$ cat src/rtl/cordic_pkg.sv
package cordic_pkg;

   typedef enum logic [1:0] {
      MODE_CROT = 2'b00,
      MODE_CVEC = 2'b01,
      MODE_LIN  = 2'b10,
      MODE_ASIN = 2'b11
   } cordic_mode_e;

   // atan(2^-idx) scaled by 2^frac, rounded; evaluated at elaboration
   function automatic longint angle_fix(input int idx, input int frac);
      real t, t2, pw, acc, sc;
      t   = 1.0;
      sc  = 1.0;
      acc = 0.0;
      for (int k = 0; k < idx; k++) t = t / 2.0;
      for (int k = 0; k < frac; k++) sc = sc * 2.0;
      if (idx == 0) begin
         acc = 0.7853981633974483;
      end else begin
         t2 = t * t;
         pw = t;
         for (int k = 0; k < 24; k++) begin
            if (k % 2 == 0) acc = acc + pw / real'(2 * k + 1);
            else            acc = acc - pw / real'(2 * k + 1);
            pw = pw * t2;
         end
      end
      return longint'($rtoi(acc * sc + 0.5));
   endfunction

   // 2^-idx scaled by 2^frac
   function automatic longint lin_fix(input int idx, input int frac);
      if (idx > frac) return 64'sd0;
      return 64'sd1 <<< (frac - idx);
   endfunction

endpackage

$ cat src/rtl/cordic_const_rom.sv
module cordic_const_rom
   import cordic_pkg::*;
#(
   parameter int ZW   = 16,
   parameter int ZF   = 13,
   parameter int ITER = 16,
   parameter int IW   = 4
) (
   input  logic [IW-1:0]        idx,
   input  logic                 linear,
   output logic signed [ZW-1:0] step_ang
);

   logic signed [ZW-1:0] circ_tab [ITER];
   logic signed [ZW-1:0] lin_tab  [ITER];

   for (genvar g = 0; g < ITER; g++) begin : g_tab
      localparam longint CIRC_V = angle_fix(g, ZF);
      localparam longint LIN_V  = lin_fix(g, ZF);
      assign circ_tab[g] = CIRC_V[ZW-1:0];
      assign lin_tab[g]  = LIN_V[ZW-1:0];
   end

   assign step_ang = linear ? lin_tab[idx] : circ_tab[idx];

endmodule

$ cat src/rtl/cordic_decide.sv
module cordic_decide
   import cordic_pkg::*;
#(
   parameter int DW = 16,
   parameter int ZW = 16
) (
   input  cordic_mode_e         mode,
   input  logic                 lin_vec,
   input  logic signed [DW-1:0] y,
   input  logic signed [ZW-1:0] z,
   input  logic signed [DW-1:0] c,
   output logic                 ccw,
   output logic                 linear,
   output logic                 z_add
);

   // ccw = 1 turns (x,y) counter-clockwise this step.
   // Rotation/vectoring: z counts down the swept angle; arcsine: z counts it up.
   always_comb begin
      ccw    = 1'b0;
      linear = 1'b0;
      z_add  = 1'b0;
      unique case (mode)
         MODE_CROT: ccw = ~z[ZW-1];
         MODE_CVEC: ccw = y[DW-1];
         MODE_LIN: begin
            linear = 1'b1;
            ccw    = lin_vec ? y[DW-1] : ~z[ZW-1];
         end
         MODE_ASIN: begin
            ccw   = (y < c);
            z_add = 1'b1;
         end
      endcase
   end

endmodule

$ cat src/rtl/cordic_step.sv
module cordic_step #(
   parameter int DW = 16,
   parameter int ZW = 16,
   parameter int SW = 4
) (
   input  logic signed [DW-1:0] x,
   input  logic signed [DW-1:0] y,
   input  logic signed [ZW-1:0] z,
   input  logic signed [ZW-1:0] step_ang,
   input  logic [SW-1:0]        shamt,
   input  logic                 ccw,
   input  logic                 linear,
   input  logic                 z_add,
   output logic signed [DW-1:0] nx,
   output logic signed [DW-1:0] ny,
   output logic signed [ZW-1:0] nz
);

   logic signed [DW-1:0] xs, ys;
   logic signed [ZW-1:0] sa;

   assign xs = x >>> shamt;
   assign ys = y >>> shamt;
   assign sa = ccw ? step_ang : -step_ang;

   always_comb begin
      if (linear)   nx = x;
      else if (ccw) nx = x - ys;
      else          nx = x + ys;
      ny = ccw ? (y + xs) : (y - xs);
      nz = z_add ? (z + sa) : (z - sa);
   end

endmodule

$ cat src/rtl/cordic_engine.sv
module cordic_engine
   import cordic_pkg::*;
#(
   parameter int DW   = 16,
   parameter int XYF  = DW - 3,
   parameter int ZW   = 16,
   parameter int ZF   = ZW - 3,
   parameter int ITER = DW
) (
   input  logic                 clk,
   input  logic                 rst_n,
   input  logic                 start,
   input  logic [1:0]           mode_i,
   input  logic                 lin_vec_i,
   input  logic signed [DW-1:0] x_i,
   input  logic signed [DW-1:0] y_i,
   input  logic signed [ZW-1:0] z_i,
   input  logic signed [DW-1:0] c_i,
   output logic                 busy,
   output logic                 done,
   output logic signed [DW-1:0] x_o,
   output logic signed [DW-1:0] y_o,
   output logic signed [ZW-1:0] z_o
);

   localparam int IW = (ITER > 1) ? $clog2(ITER) : 1;
   localparam logic [IW-1:0] LAST_IDX = IW'(ITER - 1);

   if (ITER < 2 || ITER > DW) begin : g_bad_iter
      $error("cordic_engine: ITER must lie in 2..DW");
   end
   if (XYF < 1 || XYF > DW - 3) begin : g_bad_xyf
      $error("cordic_engine: XYF leaves no integer headroom");
   end
   if (ZF < 1 || ZF > ZW - 3) begin : g_bad_zf
      $error("cordic_engine: ZF leaves no integer headroom");
   end

   logic signed [DW-1:0] x_q, y_q, c_q;
   logic signed [ZW-1:0] z_q;
   cordic_mode_e         mode_q;
   logic                 linv_q;
   logic                 busy_q, done_q;
   logic [IW-1:0]        cnt_q;

   logic                 ccw, linear, z_add;
   logic signed [ZW-1:0] step_ang;
   logic signed [DW-1:0] nx, ny;
   logic signed [ZW-1:0] nz;

   cordic_decide #(.DW(DW), .ZW(ZW)) u_decide (
      .mode    (mode_q),
      .lin_vec (linv_q),
      .y       (y_q),
      .z       (z_q),
      .c       (c_q),
      .ccw     (ccw),
      .linear  (linear),
      .z_add   (z_add)
   );

   cordic_const_rom #(.ZW(ZW), .ZF(ZF), .ITER(ITER), .IW(IW)) u_rom (
      .idx      (cnt_q),
      .linear   (linear),
      .step_ang (step_ang)
   );

   cordic_step #(.DW(DW), .ZW(ZW), .SW(IW)) u_step (
      .x        (x_q),
      .y        (y_q),
      .z        (z_q),
      .step_ang (step_ang),
      .shamt    (cnt_q),
      .ccw      (ccw),
      .linear   (linear),
      .z_add    (z_add),
      .nx       (nx),
      .ny       (ny),
      .nz       (nz)
   );

   always_ff @(posedge clk or negedge rst_n) begin
      if (!rst_n) begin
         x_q    <= '0;
         y_q    <= '0;
         z_q    <= '0;
         c_q    <= '0;
         mode_q <= MODE_CROT;
         linv_q <= 1'b0;
         busy_q <= 1'b0;
         done_q <= 1'b0;
         cnt_q  <= '0;
      end else begin
         done_q <= 1'b0;
         if (!busy_q) begin
            if (start) begin
               x_q    <= x_i;
               y_q    <= y_i;
               z_q    <= z_i;
               c_q    <= c_i;
               mode_q <= cordic_mode_e'(mode_i);
               linv_q <= lin_vec_i;
               cnt_q  <= '0;
               busy_q <= 1'b1;
            end
         end else begin
            x_q   <= nx;
            y_q   <= ny;
            z_q   <= nz;
            cnt_q <= cnt_q + 1'b1;
            if (cnt_q == LAST_IDX) begin
               busy_q <= 1'b0;
               done_q <= 1'b1;
            end
         end
      end
   end

   assign busy = busy_q;
   assign done = done_q;
   assign x_o  = x_q;
   assign y_o  = y_q;
   assign z_o  = z_q;

endmodule

$ cat config.mk
export PLATFORM = sky130hd
export DESIGN_NAME = cordic_engine
export DESIGN_NICKNAME = d
export VERILOG_FILES = /design/src/rtl/cordic_pkg.sv /design/src/rtl/cordic_const_rom.sv /design/src/rtl/cordic_decide.sv /design/src/rtl/cordic_step.sv /design/src/rtl/cordic_engine.sv
export SDC_FILE = /design/constraint.sdc
export NUM_CORES = 1
export LEC_CHECK = 0
export ABC_AREA = 1
export BUFFER_PORTS_ARGS = -buffer_cell sky130_fd_sc_hd__buf_4
export CORE_MARGIN = 2
export CORE_UTILIZATION = 55
export CTS_BUF_LIST = sky130_fd_sc_hd__clkbuf_8
export DETAILED_ROUTE_END_ITERATION = 12
export PLACE_DENSITY = 0.8
export SKIP_CTS_REPAIR_TIMING = 1
export SLEW_MARGIN = 20
export SYNTH_ARGS = -nofsm -noshare
export SYNTH_HDL_FRONTEND = slang
export SYNTH_HIERARCHICAL = 1
export SYNTH_SLANG_ARGS = --single-unit
$ cat constraint.sdc
create_clock -name clk -period 4.8 [get_ports clk]
set_input_delay 0.96 -clock clk [delete_from_list [all_inputs] [get_ports clk]]
set_output_delay 0.96 -clock clk [all_outputs]
set_load 0.01 [all_outputs]
# After elaboration in Yosys (flattened, before gate mapping)
# Memory sizes are Yosys's and may differ from the RTL's.
# Index checks and enable logic that the tools add are counted.
word_totals:
  ff_bits: 73
  romBits: 512
  in_bits: 70
  word_cells: 62
  n_memories: 2
mem_list:
  columns: ["memory", "depth", "word_bits", "rd", "rd_ports_with_merged_regs", "write_ports", "line_no", "text"]
  rows:
  - ["(name not given)", 16, 16, 1, 0, 0, "cordic_const_rom.sv:24", "assign step_ang = linear ? lin_tab[idx] : circ_tab[idx];"]
  - ["(name not given)", 16, 16, 1, 0, 0, "cordic_const_rom.sv:24", null]
classes:
  add_sub_neg: 8
  order_cmp: 2
  n_eq_ne: 5
  shift: 2
  muxes: 27
  n_bitwise: 3
  reduce_logical: 4
ops:
  columns: ["op", "n"]
  rows:
  - ["16-bit 2-to-1 mux", 16]
  - ["16-bit adder", 3]
  - ["16-bit subtractor", 3]
  - ["16-bit by 4-bit >>> shifter with 16-bit output", 2]
  - ["16-bit < comparator", 1]
  - ["16-bit negation", 1]
  - ["1-bit 2-to-1 mux", 8]
  - ["4-bit 2-to-1 mux", 2]
  - ["5-bit >= comparator (second input constant)", 1]
  - ["4-bit inverter with 5-bit output", 1]
  - ["4-bit by 1-bit adder with 4-bit output (second input constant)", 1]
  - ["2-bit equality test (second input constant)", 2]
  - ["4-bit equality test (second input constant)", 1]
  - ["1-bit one-hot mux with 4 select lines", 1]
  - ["2-bit AND reduction", 2]
  - ["2-bit by 1-bit equality test with 1-bit output (second input constant)", 1]
  - ["2-bit logical NOT", 1]
  - ["2-bit != test (second input constant)", 1]
  - ["1-bit inverter", 2]
  - ["2-bit nonzero test", 1]

# Logic depth before layout (Yosys ltp)
logic_depth:
  ltp_word: 10
  ltp_mapped: 36
  depth_no_buf: 35

# Modules after synthesis
# Netlist, hierarchy kept.
by_module_without_submodules:
  columns: ["mod", "n_inst", "cells_per_inst", "area_each_um2", "seq_area_each_um2"]
  rows:
  - ["cordic_step", 1, 935, 5052.3, 0.0]
  - ["cordic_engine", 1, 372, 3062.9, 1826.8]
  - ["cordic_decide", 1, 84, 503.0, 0.0]
  - ["cordic_const_rom", 1, 81, 470.5, 0.0]

# Least setup slack after synthesis
# OpenSTA, ideal clock, no wires.
synth_timing:
  path_kind: "register -> register"
  startpoint: "register y_q[5] (netlist: y_o[5])"
  endpoint: "register y_q[14] (netlist: y_o[14])"
  setup_time_ns: 0.124
  t_arrival_ns: 4.334
  required_ns: 4.676
  setup_slack_ns: 0.342
  path_stages_with_launch: 33
  period_less_slack_ns: 4.458
  path_cell_list: "dfrtp_1 -> ha_1 -> a21oi_2 -> nor2_1 -> nor3_2 -> nand2_1 -> nand2_1 -> nand3_1 -> nand3_2 -> a21oi_2 -> buf_4 -> inv_2 -> buf_2 -> buf_1 -> buf_2 -> nand2_1 -> xnor2_1 -> inv_1 -> ha_1 -> a21oi_1 -> nand2_1 -> a21oi_1 -> o21ai_0 -> a21boi_0 -> o21ai_0 -> nand2_1 -> inv_1 -> o21ai_0 -> nand2_1 -> nand2_1 -> nand2_1 -> nand2_1 -> nand3_1"
synth_via:
  elab_chain_len: 4
synth_rtl:
  columns: ["item", "line_no", "text"]
  rows:
  - ["start: declaration", "cordic_engine.sv:39", "logic signed [DW-1:0] x_q, y_q, c_q;"]
  - ["start signal: assignment", "cordic_engine.sv:98", "y_q <= y_i;"]
  - ["start signal: assignment", "cordic_engine.sv:108", "y_q <= ny;"]
  - ["16-bit < comparator", "cordic_decide.sv:31", "ccw = (y < c);"]
  - ["1-bit one-hot mux with 4 select lines", "cordic_decide.sv:23", "unique case (mode)"]
  - ["via ccw", "cordic_engine.sv:46", "logic ccw, linear, z_add;"]
  - ["16-bit 2-to-1 mux", "cordic_step.sv:30", "ny = ccw ? (y + xs) : (y - xs);"]
  - ["via ny[14]", "cordic_engine.sv:48", "logic signed [DW-1:0] nx, ny;"]
  - ["16-bit 2-to-1 mux", "cordic_engine.sv:95", "if (!busy_q) begin"]
# The timed path passes the listed nets, and every way through them passes these cells.
# A chain may end at the register's enable or synchronous reset.

# Worst setup path in the final report
layout_timing:
  startpoint: "register y_q[5] (netlist: y_o[5])"
  endpoint: "register y_q[13] (netlist: y_o[13])"
# Same word-level chain as after synthesis.

==> out/results.tsv <==
stage	metric	value	unit
run_status	status	finished clean	
synth	Cell Area, Synth	9090	µm²
critical_path	Worst EP arrival	4750	ps
clock_tree	clock sinks	73	
floorplanning	DIE WIDTH	133	µm
critical_path	r2r worst-path depth	27	
route	Vias/cell	5.50	
floorplanning	DIE HEIGHT	133	µm
clock_tree	total CTS buffers	9	
sta	Final setup viols	0	
placement	RD Place Congestion	1.00	
route	initial DRC count	839	
synth	Synth area leader	nand2_1	
global_routing	total global-route track usage	0.299	
sta	Final Slew Violations	0	
clock_tree	CTS root buf	clkbuf_8	
clock_tree	maximum clock path buffer count	2	
route	met2 routed WL	12.3	mm
critical_path	r2r setup slk	340	ps
synth	Yosys top cell area share	0.227	
final_layout	number of fill cells	1553	
sta	Tcrit/Tclk final	0.929	
route	Detailed Routing Iterations Pass 1	7	
synth	Avg Cell Area, Syn	6.17	µm²
route	DRC viols	0	
critical_path	Slowest cell on crit path	dfrtp_1	
placement	hpwl dp	20.1	mm
route	routed via count	9891	
critical_path	Max stage delay on crit path	450	ps
route	drt total wl	26.3	mm
clock_tree	TritonCTS clock tree	done	
global_routing	vias in the first global route	9063	
critical_path	CP Capture Type	flop	
floorplanning	# IOs	120	
critical_path	Crit path required time	5090	ps
global_routing	largest net degree at the start of global routing	74	
route	Met3 Routed Length	1.65	mm
sta	Fmax achieved	0.224	GHz
critical_path	Worst Path Max Fanout	12	
final_layout	fin area	10500	µm²
route	Max Used Layer	met4	
synth	Post-synth EDFFs	0	
critical_path	sum of buffers and inverters on the critical path	3	
synth	Synth cell types	48	
route	wl on met1	11.8	mm
clock_tree	H-tree lvl count	3	
critical_path	Worst path depth	27	
clock_tree	clock transition at the registers of the reported paths	90	ps
min_path	hold depth	2	
final_layout	Sequential Area	1830	µm²
sta	final hold viol count	0	
clock_tree	Clock Latency Late Sink	390	ps
sta	Tmin final	4460	ps
floorplanning	die area	17600	µm²
route	Routed wire per std cell	14.6	µm
final_layout	multi-input logic area	6460	µm²
sta	Slew @ Worst Pin	999	ps
critical_path	Critical Path Start	y_o[5]	
synth	ys async rst share	1.00	
placement	IO Port Bufs	119	
synth	FF+latch count, synth	73	
critical_path	Setup crit start kind	flop	
critical_path	Top Family by Delay on Critical Path	compound AO/OA/AOI/OAI gates	
final_layout	final design utilization	0.654	
min_path	worst min path class	reg2reg	
sta	final worst setup slack	342	ps
critical_path	CP most frequent cell	nand2_1	
floorplanning	Rows	46	
synth	yosys warns	6	
global_routing	first-pass GRT wire length	43.2	mm
final_layout	Layout area overhead	15.0	%
sta	max_slew headroom	0.334	
placement	dpl ws	67.0	ps
critical_path	FF-to-FF End	y_o[13]	
critical_path	critical path class	reg2reg	
synth	top cells by area in the synthesized netlist	nand2_1 23%, dfrtp_1 20%, ha_1 11%, nand3_1 9.9%, inv_1 5.6%	
global_routing	initial antenna violation count	0	
critical_path	RR Startpoint	y_o[5]	
global_routing	gr ovfl total	0	
synth	Seq/Total Area, Yosys	0.201	
final_layout	fin nets	1728	
sta	skew final	27.4	ps
placement	placed cell areas	10200	µm²
sta	RSZ-0062 raised after global routing	yes	
synth	Synth Instances	1472	
final_layout	fraction of layout cells with a size suffix above 1	0.152	
synth	Main synth FF type	dfrtp_1	
critical_path	worst setup path endpoint	y_o[13]	
final_layout	ANT cells	0	
floorplanning	initial core utilization	0.568	
floorplanning	core area	16000	µm²
route	Detail Route Antenna Nets	0	
job	max-cap violations	0	
[metrics by stage]
| stage | cells | hold WS, ps | setup TNS [ps] |
|---|---|---|---|
| floorplan | 1473 | 449 | 0 |
| global placement | 1780 | 464 | 0 |
| detailed placement | 1780 | 469 | 0 |
| CTS | 1796 | 491 | 0 |
| global route | 1799 | 504 | -144 |
| finish | 1799 | 490 | 0 |
[worst min-delay path by stage]
stage / startpoint / end / slack (ps)
3_3_place_gp: c_q[6] / c_q[6] / 460
5_1_grt: c_q[13] / c_q[13] / 500
6_report: c_q[5] / c_q[5] / 490
2_1_floorplan: c_q[10] / c_q[10] / 450
4_1_cts: c_q[13] / c_q[13] / 490
3_5_place_dp: c_q[12] / c_q[12] / 470
[cell families after synthesis]
kind of cell               count (synthesis)  synth area share
other                                      1          0.000413
DFF                                       73             0.201
and+or+nand+nor                          862             0.403
xor gates and xnor gates                  73            0.0703
adders and majority gates                 80             0.113
AOI/OAI and AO/OA                        182             0.116
buffers and inverters                    201            0.0973
[metal layers]
| layer | GRT usage | vias to the layer above |
|---|---|---|
| li1 | - | 4966 |
| met1 | 0.405 | 4548 |
| met2 | 0.499 | 339 |
| met3 | 0.0421 | 38 |
| met4 | 0.0842 | 0 |
| met5 | 0 | - |
[cells in the mapped netlist, types with 5 or more instances]
cell type and instances:
nand2_1 550, nand3_1 180, inv_1 135, ha_1 77, dfrtp_1 73, nor2_1 71, o21ai_0 57, xor2_1 55
a21oi_1 54, buf_2 24, o21ai_1 22, xnor2_1 18, nand2_2 13, buf_4 12, clkbuf_1 12, nor3_1 9
o21ai_2 9, nand4_1 8, o211ai_1 8, buf_6 7, inv_2 7, nor2_2 7, or2_2 6, a31oi_1 5
[cells in the final DEF (no fill, tap or decap), types with 4 or more instances in the layout]
master,instances
xor2_1,54
o21a_1,4
nand3_1,179
nand3b_1,4
nand4_1,8
nor2_1,70
a21oi_1,53
nor3_1,7
inv_1,134
nand2_2,14
o211ai_1,8
xnor2_1,18
ha_1,76
dfrtp_1,72
o21ai_1,25
inv_2,6
nor2_2,7
nor3_2,6
o21ai_0,53
or2_2,6
nand2_1,549
a31oi_1,4
buf_4,151
o21ai_2,10
nand3_2,4
clkbuf_8,9
a21oi_2,4
[registers in the layout, indices dropped and copies added (netlist names)]
signal and cells:
done 1, x_o 16, cnt_q 4, busy 1
z_o 16, c_q 16, y_o 16, linv_q 1
mode_q 2
[tightest hold or removal path, cell delays in order, from the launching register on]
cell and delay, ps:
dfrtp_1 350, nand2_1 60, nand2_1 50
[cell type report]
type / instances / share of cell area
clock buffer: 9 / 0.0118
inverter: 143 / 0.0522
clock inverter: 7 / 0.00742
tap: 216 / 0.0258
multi-input combinational: 1199 / 0.618
timing repair buffer: 152 / 0.110
sequential: 73 / 0.175
Power is left out: the tool's default activity adds up to more than one toggle a clock period on the data nets, which glitch-free logic cannot reach.
